**src/rtl/loop_code_pkg.sv**
```systemverilog
package loop_code_pkg;
  typedef struct packed {
    logic bitEn;
    logic winEnd;
  } lcd_strobe_t;
endpackage

```
**src/rtl/lcd_datapath.sv**
```systemverilog
module lcd_datapath
  import loop_code_pkg::*;
#(
  parameter int MAX_LEN = 8,
  parameter int LEN_W   = $clog2(MAX_LEN + 1),
  parameter int CNT_W   = 8,
  parameter int PERSIST = 48
) (
  input  logic               clk,
  input  logic               rstN,
  input  lcd_strobe_t        strb,
  input  logic               bitIn,
  input  logic [MAX_LEN-1:0] code,
  input  logic [LEN_W-1:0]   len,
  input  logic [CNT_W-1:0]   errLimit,
  output logic               status
);
  localparam int IDX_W   = (MAX_LEN > 1) ? $clog2(MAX_LEN) : 1;
  localparam int PCNT_W  = $clog2(PERSIST + 1);
  localparam logic [CNT_W-1:0] CNT_MAX = '1;

  logic [LEN_W-1:0]  effLen;
  logic [LEN_W-1:0]  idx;
  logic [CNT_W-1:0]  misCnt [MAX_LEN];
  logic [MAX_LEN-1:0] refBit;
  logic              anyBit;
  logic              winGood;
  logic [PCNT_W-1:0] persistCnt;

  always_comb begin
    if (len == '0)                        effLen = LEN_W'(1);
    else if (len > LEN_W'(MAX_LEN))       effLen = LEN_W'(MAX_LEN);
    else                                  effLen = len;
  end

  always_ff @(posedge clk) begin
    if (!rstN) idx <= '0;
    else if (strb.bitEn) idx <= (idx >= effLen - LEN_W'(1)) ? '0 : idx + LEN_W'(1);
  end

  for (genvar j = 0; j < MAX_LEN; j++) begin : g_phase
    logic [LEN_W:0] posRaw, posWrap, sel;
    logic           miss;
    always_comb begin
      posRaw  = {1'b0, idx} + (LEN_W+1)'(j);
      posWrap = (posRaw >= {1'b0, effLen}) ? posRaw - {1'b0, effLen} : posRaw;
      sel     = {1'b0, effLen} - (LEN_W+1)'(1) - posWrap;
    end
    assign refBit[j] = code[sel[IDX_W-1:0]];
    assign miss      = bitIn ^ refBit[j];
    always_ff @(posedge clk) begin
      if (!rstN) misCnt[j] <= '0;
      else if (strb.winEnd) misCnt[j] <= (strb.bitEn && miss) ? CNT_W'(1) : '0;
      else if (strb.bitEn && miss && misCnt[j] != CNT_MAX) misCnt[j] <= misCnt[j] + CNT_W'(1);
    end
  end

  always_ff @(posedge clk) begin
    if (!rstN) anyBit <= 1'b0;
    else if (strb.winEnd) anyBit <= strb.bitEn;
    else if (strb.bitEn) anyBit <= 1'b1;
  end

  always_comb begin
    winGood = 1'b0;
    for (int j = 0; j < MAX_LEN; j++)
      if (LEN_W'(j) < effLen && misCnt[j] <= errLimit) winGood = 1'b1;
    winGood = winGood & anyBit;
  end

  always_ff @(posedge clk) begin
    if (!rstN) begin
      persistCnt <= '0;
      status     <= 1'b0;
    end else if (strb.winEnd) begin
      if (winGood) begin
        if (persistCnt != PCNT_W'(PERSIST)) persistCnt <= persistCnt + PCNT_W'(1);
        status <= (persistCnt >= PCNT_W'(PERSIST - 1));
      end else begin
        persistCnt <= '0;
        status     <= 1'b0;
      end
    end
  end


  persist_cap_chk: assert property (@(posedge clk) disable iff (!rstN)
    persistCnt <= PCNT_W'(PERSIST));

  bad_window_clear_chk: assert property (@(posedge clk) disable iff (!rstN)
    strb.winEnd && !winGood |=> !status && persistCnt == '0);

  status_rise_chk: assert property (@(posedge clk) disable iff (!rstN)
    $rose(status) |-> $past(strb.winEnd));
endmodule

```
**src/rtl/lcd_ctrl.sv**
```systemverilog
module lcd_ctrl
  import loop_code_pkg::*;
(
  input  logic        clk,
  input  logic        rstN,
  input  logic        bitValid,
  input  logic        frameBit,
  input  logic        framedMode,
  input  logic        winTick,
  input  logic [1:0]  status,
  input  logic [1:0]  mask,
  input  logic [1:0]  clr,
  output lcd_strobe_t strb,
  output logic [1:0]  flag,
  output logic        irq
);
  logic [1:0] statusQ;
  logic [1:0] rise;

  assign strb.bitEn  = bitValid & ~(framedMode & frameBit);
  assign strb.winEnd = winTick;

  for (genvar c = 0; c < 2; c++) begin : g_chan
    assign rise[c] = status[c] & ~statusQ[c];
    always_ff @(posedge clk) begin
      if (!rstN) begin
        statusQ[c] <= 1'b0;
        flag[c]    <= 1'b0;
      end else begin
        statusQ[c] <= status[c];
        flag[c]    <= (flag[c] & ~clr[c]) | rise[c];
      end
    end
  end

  assign irq = |(flag & ~mask);


  flag_set_chk: assert property (@(posedge clk) disable iff (!rstN)
    status[0] && !statusQ[0] |=> flag[0]);

  flag_hold_chk: assert property (@(posedge clk) disable iff (!rstN)
    flag[1] && !clr[1] |=> flag[1]);

  irq_quiet_chk: assert property (@(posedge clk) disable iff (!rstN)
    !flag[0] && !flag[1] |-> !irq);
endmodule

```
**src/rtl/loop_code_detect.sv**
```systemverilog
module loop_code_detect
  import loop_code_pkg::*;
#(
  parameter int MAX_LEN = 8,
  parameter int LEN_W   = $clog2(MAX_LEN + 1),
  parameter int CNT_W   = 8,
  parameter int PERSIST = 48
) (
  input  logic               clk,
  input  logic               rstN,
  input  logic               bitIn,
  input  logic               bitValid,
  input  logic               frameBit,
  input  logic               framedMode,
  input  logic               winTick,
  input  logic [MAX_LEN-1:0] actCode,
  input  logic [LEN_W-1:0]   actLen,
  input  logic [MAX_LEN-1:0] deactCode,
  input  logic [LEN_W-1:0]   deactLen,
  input  logic [CNT_W-1:0]   errLimit,
  input  logic               actMask,
  input  logic               deactMask,
  input  logic               actClr,
  input  logic               deactClr,
  output logic               actStatus,
  output logic               deactStatus,
  output logic               actFlag,
  output logic               deactFlag,
  output logic               irq
);
  lcd_strobe_t strb;
  logic [1:0]  flagVec;

  lcd_ctrl u_ctrl (
    .clk(clk), .rstN(rstN), .bitValid(bitValid), .frameBit(frameBit),
    .framedMode(framedMode), .winTick(winTick),
    .status({deactStatus, actStatus}), .mask({deactMask, actMask}),
    .clr({deactClr, actClr}), .strb(strb), .flag(flagVec), .irq(irq)
  );

  lcd_datapath #(.MAX_LEN(MAX_LEN), .LEN_W(LEN_W), .CNT_W(CNT_W), .PERSIST(PERSIST)) u_act (
    .clk(clk), .rstN(rstN), .strb(strb), .bitIn(bitIn), .code(actCode),
    .len(actLen), .errLimit(errLimit), .status(actStatus)
  );

  lcd_datapath #(.MAX_LEN(MAX_LEN), .LEN_W(LEN_W), .CNT_W(CNT_W), .PERSIST(PERSIST)) u_deact (
    .clk(clk), .rstN(rstN), .strb(strb), .bitIn(bitIn), .code(deactCode),
    .len(deactLen), .errLimit(errLimit), .status(deactStatus)
  );

  assign actFlag   = flagVec[0];
  assign deactFlag = flagVec[1];
endmodule

```
**config.mk**
```make
export PLATFORM = sky130hd
export DESIGN_NAME = loop_code_detect
export DESIGN_NICKNAME = d
export VERILOG_FILES = /design/src/rtl/loop_code_pkg.sv /design/src/rtl/lcd_datapath.sv /design/src/rtl/lcd_ctrl.sv /design/src/rtl/loop_code_detect.sv
export SDC_FILE = /design/constraint.sdc
export NUM_CORES = 1
export LEC_CHECK = 0
export BUFFER_PORTS_ARGS = -buffer_cell sky130_fd_sc_hd__buf_2
export CAP_MARGIN = 20
export CELL_PAD_IN_SITES_DETAIL_PLACEMENT = 1
export CELL_PAD_IN_SITES_GLOBAL_PLACEMENT = 1
export CORE_MARGIN = 2
export CORE_UTILIZATION = 45
export CTS_CLUSTER_DIAMETER = 40
export CTS_CLUSTER_SIZE = 16
export DETAILED_ROUTE_END_ITERATION = 10
export PLACE_DENSITY_LB_ADDON = 0.1
export SYNTH_ARGS = -nofsm -noshare
export SYNTH_HDL_FRONTEND = slang
export SYNTH_SLANG_ARGS = --single-unit
```
**constraint.sdc**
```tcl
create_clock -name clk -period 7.67 [get_ports clk]
set_clock_uncertainty 0.15 [all_clocks]
set_input_delay 0.767 -clock clk [delete_from_list [all_inputs] [get_ports clk]]
set_output_delay 0.767 -clock clk [all_outputs]
set_load 0.01 [all_outputs]
```
## Word level (Yosys, flattened, before mapping)

Memories as Yosys holds them, arrays and structs flattened.
Cells that the tools add are included.

- Add/subtract/negate cells: 70
- Multiply operators: 0
- Div/mod/pow operators: 0
- Magnitude comparators: 70
- Equal/unequal tests: 20
- Shift operators: 0
- Muxes and demuxes: 194
- Bitwise logic cells: 65
- Reduce and logical (&&, ||, !) cells: 54

Operators with widths:

| kind | count |
|---|---|
| 2-to-1 mux 8 bit | 32 |
| adder 8 x 1 -> 8 bit, second input constant | 16 |
| less-or-equal comparator 8 bit | 16 |
| inequality test 8 bit, second input constant | 16 |
| 2-to-1 mux 1 bit | 120 |
| subtractor 3 bit | 32 |
| greater-or-equal comparator 5 x 4 -> 1 bit | 14 |
| < comparator 3 x 4 -> 1 bit, second input constant | 16 |
| binary-select mux 1 bit (select 3 bit) | 16 |
| logical AND 1 bit | 48 |
| 2-to-1 mux 3 bit | 16 |
| adder 4 x 3 -> 5 bit, second input constant | 8 |
| bitwise OR 1 bit | 34 |
| < comparator 3 x 4 -> 1 bit, first input constant | 8 |
| 2-to-1 mux 4 bit | 6 |
| 2-to-1 mux 6 bit | 4 |
| adder 4 x 2 -> 5 bit, second input constant | 4 |
| greater-or-equal comparator 4 bit | 4 |
| < comparator 1 x 4 -> 1 bit, first input constant | 4 |
| < comparator 2 x 4 -> 1 bit, first input constant | 4 |
| bitwise XOR 1 bit | 16 |
| adder 6 x 1 -> 6 bit, second input constant | 2 |
| greater-or-equal comparator 6 bit, second input constant | 2 |
| inequality test 6 bit, second input constant | 2 |
| other kinds (14) | 33 |

- Register bits: 27
- Latch bits: 0
- RAM bits: 128
- Memory bits (read-only): 0
- Input bits: 43
- Output and inout bits: 5
- Word-level logic and storage cells: 486
- Memories: 2

Memories:

| memory | depth | width | rd ports | clocked after Yosys merged registers in | write ports | RTL line | source |
|---|---|---|---|---|---|---|---|
| u_act.misCnt | 8 | 8 | 8 | 0 | 8 | lcd_datapath.sv:24 | `logic [CNT_W-1:0] misCnt [MAX_LEN];` |
| u_deact.misCnt | 8 | 8 | 8 | 0 | 8 | lcd_datapath.sv:24 |  |

## Logic depth before layout (Yosys ltp)

Gate-level depths: netlist of run 1.

- Word-level depth: 16
- Mapped depth: 22

## By module

A second synthesis of run 1 with hierarchy kept.

- Cells, all modules: 1588
- Area, all modules: 15640.0 um^2

By module, submodules not included:

| module | times used | cells each | area each (um^2) | sequential area each (um^2) |
|---|---|---|---|---|
| lcd_datapath (u_deact) | 1 | 807 | 7838.8 | 2162.1 |
| lcd_datapath (u_act) | 1 | 764 | 7632.3 | 2162.1 |
| lcd_ctrl | 1 | 17 | 168.9 | 80.1 |

## Worst setup path after synthesis of run 1

OpenSTA, ideal clock, no wires.

- Kind: input -> register
- From: in deactLen[3]
- To: mem u_deact.misCnt[4][0] (netlist: u_deact.misCnt[1][0]), enable pin
- Library setup time: 0.387 ns
- Arrival time: 4.784 ns
- Path slack: 2.350 ns
- Stages: 15
- Path buffers: 0
- Path through: inv_1 > o21ai_0 > inv_1 > ha_1 > a21boi_1 > o21ai_0 > nand2b_1 > a221oi_2 > mux2_2 > ha_1 > fa_1 > mux4_2 > mux2i_1 > xor2_1 > o31ai_1

RTL lines:

| item | RTL line | source |
|---|---|---|
| from (decl) | loop_code_detect.sv:19 | `input logic [LEN_W-1:0] deactLen,` |
| to (decl) | lcd_datapath.sv:24 |  |

==> results of run 1 <==
how the worst min path moves through the flow:
stage	from	slack (ps)	cells after the start	to
CTS	u_act.persistCnt[0]	370	1	u_act.persistCnt[0]
detailed placement	u_act.persistCnt[0]	360	1	u_act.persistCnt[0]
global route	u_act.persistCnt[0]	380	1	u_act.persistCnt[0]
global placement	u_act.persistCnt[1]	340	2	u_act.persistCnt[1]
finish	u_act.persistCnt[1]	360	2	u_act.persistCnt[1]
floorplan	u_act.persistCnt[1]	320	2	u_act.persistCnt[1]
final cells by class:
cell class              count  area (um^2)
clock buffers              17          425
clock inverters            15          151
fillers                  3965        17300
inverters                  78          293
multi-input cells        1358        10900
flip-flops and latches    155         4380
well taps                 455          569
repair buffers             61          335
stage by stage:
step | power (W) | setup slack (ps) | area [um^2] | instances | hold WS, ps
floorplan | 0.00189 | 2350 | 15700 | 1623 | 320
global placement | 0.00214 | 1390 | 16500 | 2105 | 344
detailed placement | 0.00219 | 1230 | 16500 | 2105 | 358
CTS | 0.00306 | 1730 | 17000 | 2137 | 368
global route | 0.00322 | 1290 | 17000 | 2139 | 382
finish | 0.00304 | 1700 | 17000 | 2139 | 362
kinds of logic (layout without fill, tap and decap cells):
logic type | count (synthesis) | after routing | synth area share (%)
and+or+nand+nor | 559 | 559 | 17.5
AOI/OAI and AO/OA | 276 | 276 | 11.7
adders and majority gates | 266 | 266 | 22.5
xor gates and xnor gates | 175 | 175 | 9.78
DFF | 155 | 155 | 28.0
buffers and inverters | 110 | 171 | 2.65
muxes | 80 | 80 | 7.83
other | 1 | 2 | 0.0239
metal layers:
layer	global-route usage, %	vias up	share of wire [%]
li1	-	6099	-
met1	34.3	6321	48
met2	41.3	191	47
met3	4.03	39	3.6
met4	4.74	2	1.1
met5	0	-	0.030
power by group:
part	switching, W	internal (W)	leakage, nW
Clock	0.000404	0.000458	0.279
Combinational	0.000623	0.000488	5.14
Sequential	0.0000834	0.000983	1.65
cell usage in the layout (no fill, tap or decap), types with 19 or more instances in the layout:
cell / Yosys / final
sky130_fd_sc_hd__nand2_1: 117 / 117
sky130_fd_sc_hd__nor2b_1: 26 / 25
sky130_fd_sc_hd__edfxtp_1: 128 / 128
sky130_fd_sc_hd__xnor2_1: 109 / 109
sky130_fd_sc_hd__buf_2: 2 / 48
sky130_fd_sc_hd__a21oi_1: 79 / 79
sky130_fd_sc_hd__ha_1: 240 / 240
sky130_fd_sc_hd__nor4_1: 19 / 19
sky130_fd_sc_hd__nor2_1: 151 / 151
sky130_fd_sc_hd__dfxtp_1: 27 / 27
sky130_fd_sc_hd__fa_1: 26 / 26
sky130_fd_sc_hd__nor3_1: 27 / 27
sky130_fd_sc_hd__mux4_2: 32 / 32
sky130_fd_sc_hd__inv_1: 77 / 77
sky130_fd_sc_hd__mux2i_1: 36 / 36
sky130_fd_sc_hd__a21o_1: 25 / 25
sky130_fd_sc_hd__and3_1: 41 / 41
sky130_fd_sc_hd__or2_2: 20 / 20
sky130_fd_sc_hd__xor2_1: 66 / 66
sky130_fd_sc_hd__nand3_1: 76 / 76
sky130_fd_sc_hd__o21ai_0: 43 / 43
sky130_fd_sc_hd__nand4_1: 32 / 32
sequential cells by signal, summed over array words and instances, names as in the netlist:
| register | flops |
|---|---|
| u_act.misCnt | 64 |
| u_act.persistCnt | 6 |
| u_deact.idx | 4 |
| u_act.status | 1 |
| u_act.idx | 4 |
| u_deact.persistCnt | 6 |
| u_deact.status | 1 |
| u_ctrl.statusQ | 2 |
| u_deact.anyBit | 1 |
| u_ctrl.flag | 2 |
| u_deact.misCnt | 64 |
worst max-delay path: cells and delay by family, from the launching register on:
family	cells	cell delay, ps
AOI/OAI and AO/OA	3	1200
adders and majority gates	4	1510
buffers and inverters	1	350
DFF	1	750
muxes	4	1540
and+or+nand+nor	1	90
==> out/metrics.cfg, run 1 <==
[outcome]
status = completed

[synth]
synth_enable_flop_cells = 128
synth.most_common_cell = sky130_fd_sc_hd__ha_1
synth-warning-count = 0
synth-seq-area-share_pct = 28.0
post_synth_main_area_contributors = sky130_fd_sc_hd__edfxtp_1 25%, sky130_fd_sc_hd__ha_1 19%, sky130_fd_sc_hd__xnor2_1 6.1%
cell_area_after_synthesis_um2 = 15700
yosys.area.top_type_share_pct = 24.5
post-synth-top-area-cell = sky130_fd_sc_hd__edfxtp_1
synth_async_sr_flop_share_pct = 0
ys_types = 64
synth_top_flop_cell = sky130_fd_sc_hd__edfxtp_1
yosys_register_bits = 155
synthesis.instances = 1622
avgSynthCellArea_um2 = 9.66
synth_common_cells = 240 x sky130_fd_sc_hd__ha_1, 151 x sky130_fd_sc_hd__nor2_1, 128 x sky130_fd_sc_hd__edfxtp_1

[floorplan]
io-pin-count = 48
die_height_um = 191
initial_core_util_pct = 45.6
rows = 68
core-area_um2 = 34400
die_width_um = 191
floorplan.die_area_um2 = 36300

[place]
io_buffer_count = 47
dp.final_hpwl_um = 32600
routabilityCongestion = 0.835

[clock_tree]
cts_sinks = 155
cts_resized = 0
post_cts.repair.setup_buffers = 0
cts_htree_levels = 4
clkTransAtPathRegs_ps = 70
cts_tree = done
clockRootBuffer = sky130_fd_sc_hd__clkbuf_16
post_cts_hold_buffer_count = 0
cts_inserted_buffers = 17
clockBufferDepth = 2
clock_latency_ps = 450

[setup_path]
critical_path_arrival_ps = 5900
crit_start = u_act.idx[1]
r2r-end = u_act.misCnt[0][21]
timing.critical_path.slowest_cell_delay_ps = 750
critPathLaunchType = flip-flop
reg2reg_slack_ps = 1700
timing.critical_path.cells = inv_1 > ha_1 > ha_1 > o21ai_1 > nand2b_1 > a221oi_2 > mux2_2 > ha_1 > fa_1 > mux4_2 > mux2i_1 > mux2i_1 > o21ai_1
crit_path_frequent_cell = sky130_fd_sc_hd__ha_1
worst-setup-path-type = flip-flop to flip-flop
r2r_start = u_act.idx[1]
endpoint_kind_of_the_worst_setup_timing_path = flip-flop
r2r.worst_path.cells = 13
worstSetupEndpoint = u_act.misCnt[0][21]
critical-path-slowest-cell = sky130_fd_sc_hd__dfxtp_1
timing.critical_path.required_ps = 7600
worstPathMaxFanout = 13

[global_route]
gr-total-overflow = 0
grt_pass1_wl_um = 71000
grt_util_all_layers_pct = 24.8
first_global_vias = 13300
initial_antenna_violation_count = 3
grt_max_degree = 43

[final_layout]
syn2layout_area_growth_pct = 8.77
layout.core_utilization_pct = 49.6
number_of_diodes = 0
drive_gt1_share_pct = 10.5
nets = 1980

[min_path]
hp-class = flip-flop to flip-flop

[drt]
ant_nets = 0
drtIter0Drc = 583
vias_after_detailed_routing = 12700
post-route-drc-count = 0
detail_route.wl_per_cell_um = 20.4
detail_route.first_pass.iterations = 5
drt-vias-per-instance = 5.91
route.final.wire_length_um = 43600

[timing]
final.period_utilization_pct = 77.9
worst_slew_margin_rel_pct = 25.8
totalNegativeSetupSlack_ps = 0
period_minus_slack_ps = 5970
report.final.hold_viol_count = 0
achievable_frequency_mhz = 167
setup_viol_count_final = 0
grt_setup_unrepaired = no
timing_worst_slew_pin_value_ps = 1090
final-max-slew-violation-count = 0

[power_and_ir_drop]
power.static_leakage_nw = 7.07
pwr_density_cell_nw_per_um2 = 178
irDropWorstVdd_v = 0.000165

[job]
cap_viol_max_count = 0

(Power assumes the default switching activity.)
==> inputs of run 2 (changes only) <==
clock period = 5.4 ns   (was 7.67 ns; I/O delays follow)
==> out/metrics.cfg, run 2 (synthesized netlist as in run 1, its figures left out) <==
[outcome]
status = completed

[global_route]
gr-total-overflow = 0
grt_pass1_wl_um = 75700
grt_max_degree = 33
initial_antenna_violation_count = 0
grt_util_all_layers_pct = 26.6
first_global_vias = 13900

[place]
routabilityCongestion = 0.848
placed_cell_area_um2 = 16900
dp.final_hpwl_um = 35600
io_buffer_count = 47
place_inst = 2163

[setup_path]
r2r.worst_path.cells = 18
crit_start = u_deact.idx[1]
worstPathMaxFanout = 8
timing.critical_path.required_ps = 5370
endpoint_kind_of_the_worst_setup_timing_path = flip-flop
worst-setup-path-type = flip-flop to flip-flop
r2r-end = u_deact.misCnt[3][9]
reg2reg_slack_ps = 330
critical_path_arrival_ps = 5040
critPathLaunchType = flip-flop
r2r_start = u_deact.idx[1]

[clock_tree]
cts_tree = done
clockBufferDepth = 2
clkTransAtPathRegs_ps = 70
post_cts_hold_buffer_count = 0
cts_sinks = 155
clockRootBuffer = sky130_fd_sc_hd__clkbuf_16
cts_htree_levels = 4
clock_latency_ps = 460
cts_resized = 0
post_cts.repair.setup_buffers = 0
cts_inserted_buffers = 17

[drt]
vias_after_detailed_routing = 13100
drtIter0Drc = 572
drt-vias-per-instance = 5.96
ant_nets = 0
post-route-drc-count = 0
route.final.wire_length_um = 46900
detail_route.wl_per_cell_um = 21.4
detail_route.first_pass.iterations = 5

[timing]
worst_slew_margin_rel_pct = 39.3
timing_worst_slew_pin_value_ps = 901
final.period_utilization_pct = 93.9
totalNegativeSetupSlack_ps = 0
achievable_frequency_mhz = 197
period_minus_slack_ps = 5070
report.final.hold_viol_count = 0
grt_setup_unrepaired = no
final-max-slew-violation-count = 0
setup_viol_count_final = 0

[floorplan]
core-area_um2 = 34400
initial_core_util_pct = 45.6
io-pin-count = 48
rows = 68
die_height_um = 191
floorplan.die_area_um2 = 36300
die_width_um = 191

[min_path]
worst_hold_path.num_cells = 3
hold_end = u_ctrl.flag[1]
hp-class = input pin to flip-flop
hp-start = deactClr

[final_layout]
finalNonFillerCells = 2195
layout_commonest_cell = sky130_fd_sc_hd__ha_1
number_of_diodes = 0
final_cell_mix = 240 x sky130_fd_sc_hd__ha_1, 151 x sky130_fd_sc_hd__nor2_1, 128 x sky130_fd_sc_hd__edfxtp_1, 116 x sky130_fd_sc_hd__nand2_1, 109 x sky130_fd_sc_hd__xnor2_1
multiInputGateArea_um2 = 10900
drive_gt1_share_pct = 13.4
layout_cell_area_excl_fill_um2 = 17500
syn2layout_area_growth_pct = 11.7
nets = 2036
fillers = 3932
final-seq-area_um2 = 4380
top_regs = u_act.misCnt: 64 flops, u_deact.misCnt: 64 flops

[job]
cap_viol_max_count = 0

[power_and_ir_drop]
irDropWorstVdd_v = 0.000237
p_switching_w = 0.00164
internal_power_w = 0.00286
clock_power_share_pct = 28.8
pwr_density_cell_nw_per_um2 = 258
share_comb_of_total_power_pct = 37.7
sw_frac_of_total_pct = 36.5
power.static_leakage_nw = 7.35
sequentialPowerShare_pct = 33.5

run 2: cell types whose count changed in the layout (fill, tap and decap cells not counted), sizes merged:
cell and delta:
buf +57, bufinv +1, clkbuf -1, clkinv -3
inv +2
run 2: metrics by stage:
stage	util, %	setup slack, ps	hold WS [ps]	power (W)
2_1_floorplan	-	307	320	0.00269
3_3_place_gp	49.1	140	347	0.00314
3_5_place_dp	49.1	-106	365	0.00321
4_1_cts	50.9	340	236	0.00452
5_1_grt	50.9	27.9	262	0.00476
6_report	50.9	328	252	0.00451
run 2: cell type report:
| class | count | share of cell area [%] |
|---|---|---|
| clock buffers | 17 | 2.43 |
| multi-input cells | 1358 | 62.2 |
| well taps | 455 | 3.25 |
| repair buffers | 117 | 4.35 |
| inverters | 78 | 1.67 |
| flip-flops and latches | 155 | 25.1 |
| clock inverters | 15 | 1.00 |
run 2: power groups by stage:
stage                     Combinational [W]  Sequential (W)  Clock, W
after global routing                0.00188         0.00153   0.00135
after global placement              0.00161         0.00153         0
final                               0.00170         0.00151   0.00130
after floorplan                     0.00119         0.00150         0
after CTS                           0.00170         0.00151   0.00131
after detailed placement            0.00168         0.00154         0
run 2: worst max-delay path by stage:
| stage | end | depth (start not counted) |
|---|---|---|
| 3_3_place_gp | u_act.misCnt[1][13] | 19 |
| 2_1_floorplan | u_deact.misCnt[1][0] | 15 |
| 5_1_grt | u_act.misCnt[0][14] | 18 |
| 6_report | u_deact.misCnt[3][9] | 18 |
| 3_5_place_dp | u_act.misCnt[1][11] | 19 |
| 4_1_cts | u_deact.misCnt[3][9] | 18 |
run 2: worst max-delay path: stages (launching register included):
cell and delay, ps:
sky130_fd_sc_hd__dfxtp_1 360, sky130_fd_sc_hd__inv_1 170, sky130_fd_sc_hd__ha_1 480, sky130_fd_sc_hd__inv_1 110
sky130_fd_sc_hd__ha_1 290, sky130_fd_sc_hd__a21o_1 190, sky130_fd_sc_hd__a21o_1 210, sky130_fd_sc_hd__a21o_1 280
sky130_fd_sc_hd__nor2_1 120, sky130_fd_sc_hd__a21oi_1 50, sky130_fd_sc_hd__ha_1 200, sky130_fd_sc_hd__fa_1 520
sky130_fd_sc_hd__mux4_2 350, sky130_fd_sc_hd__or2_2 320, sky130_fd_sc_hd__a221oi_1 270, sky130_fd_sc_hd__nor2_1 80
sky130_fd_sc_hd__nand2_1 130, sky130_fd_sc_hd__nand3_1 120, sky130_fd_sc_hd__nand2_1 330
run 2: routing by layer:
metal	global-route usage, %	wire length, um
met1	35.9	22100
met2	44.7	22300
met3	3.35	1450
met4	7.81	1020
met5	0	0
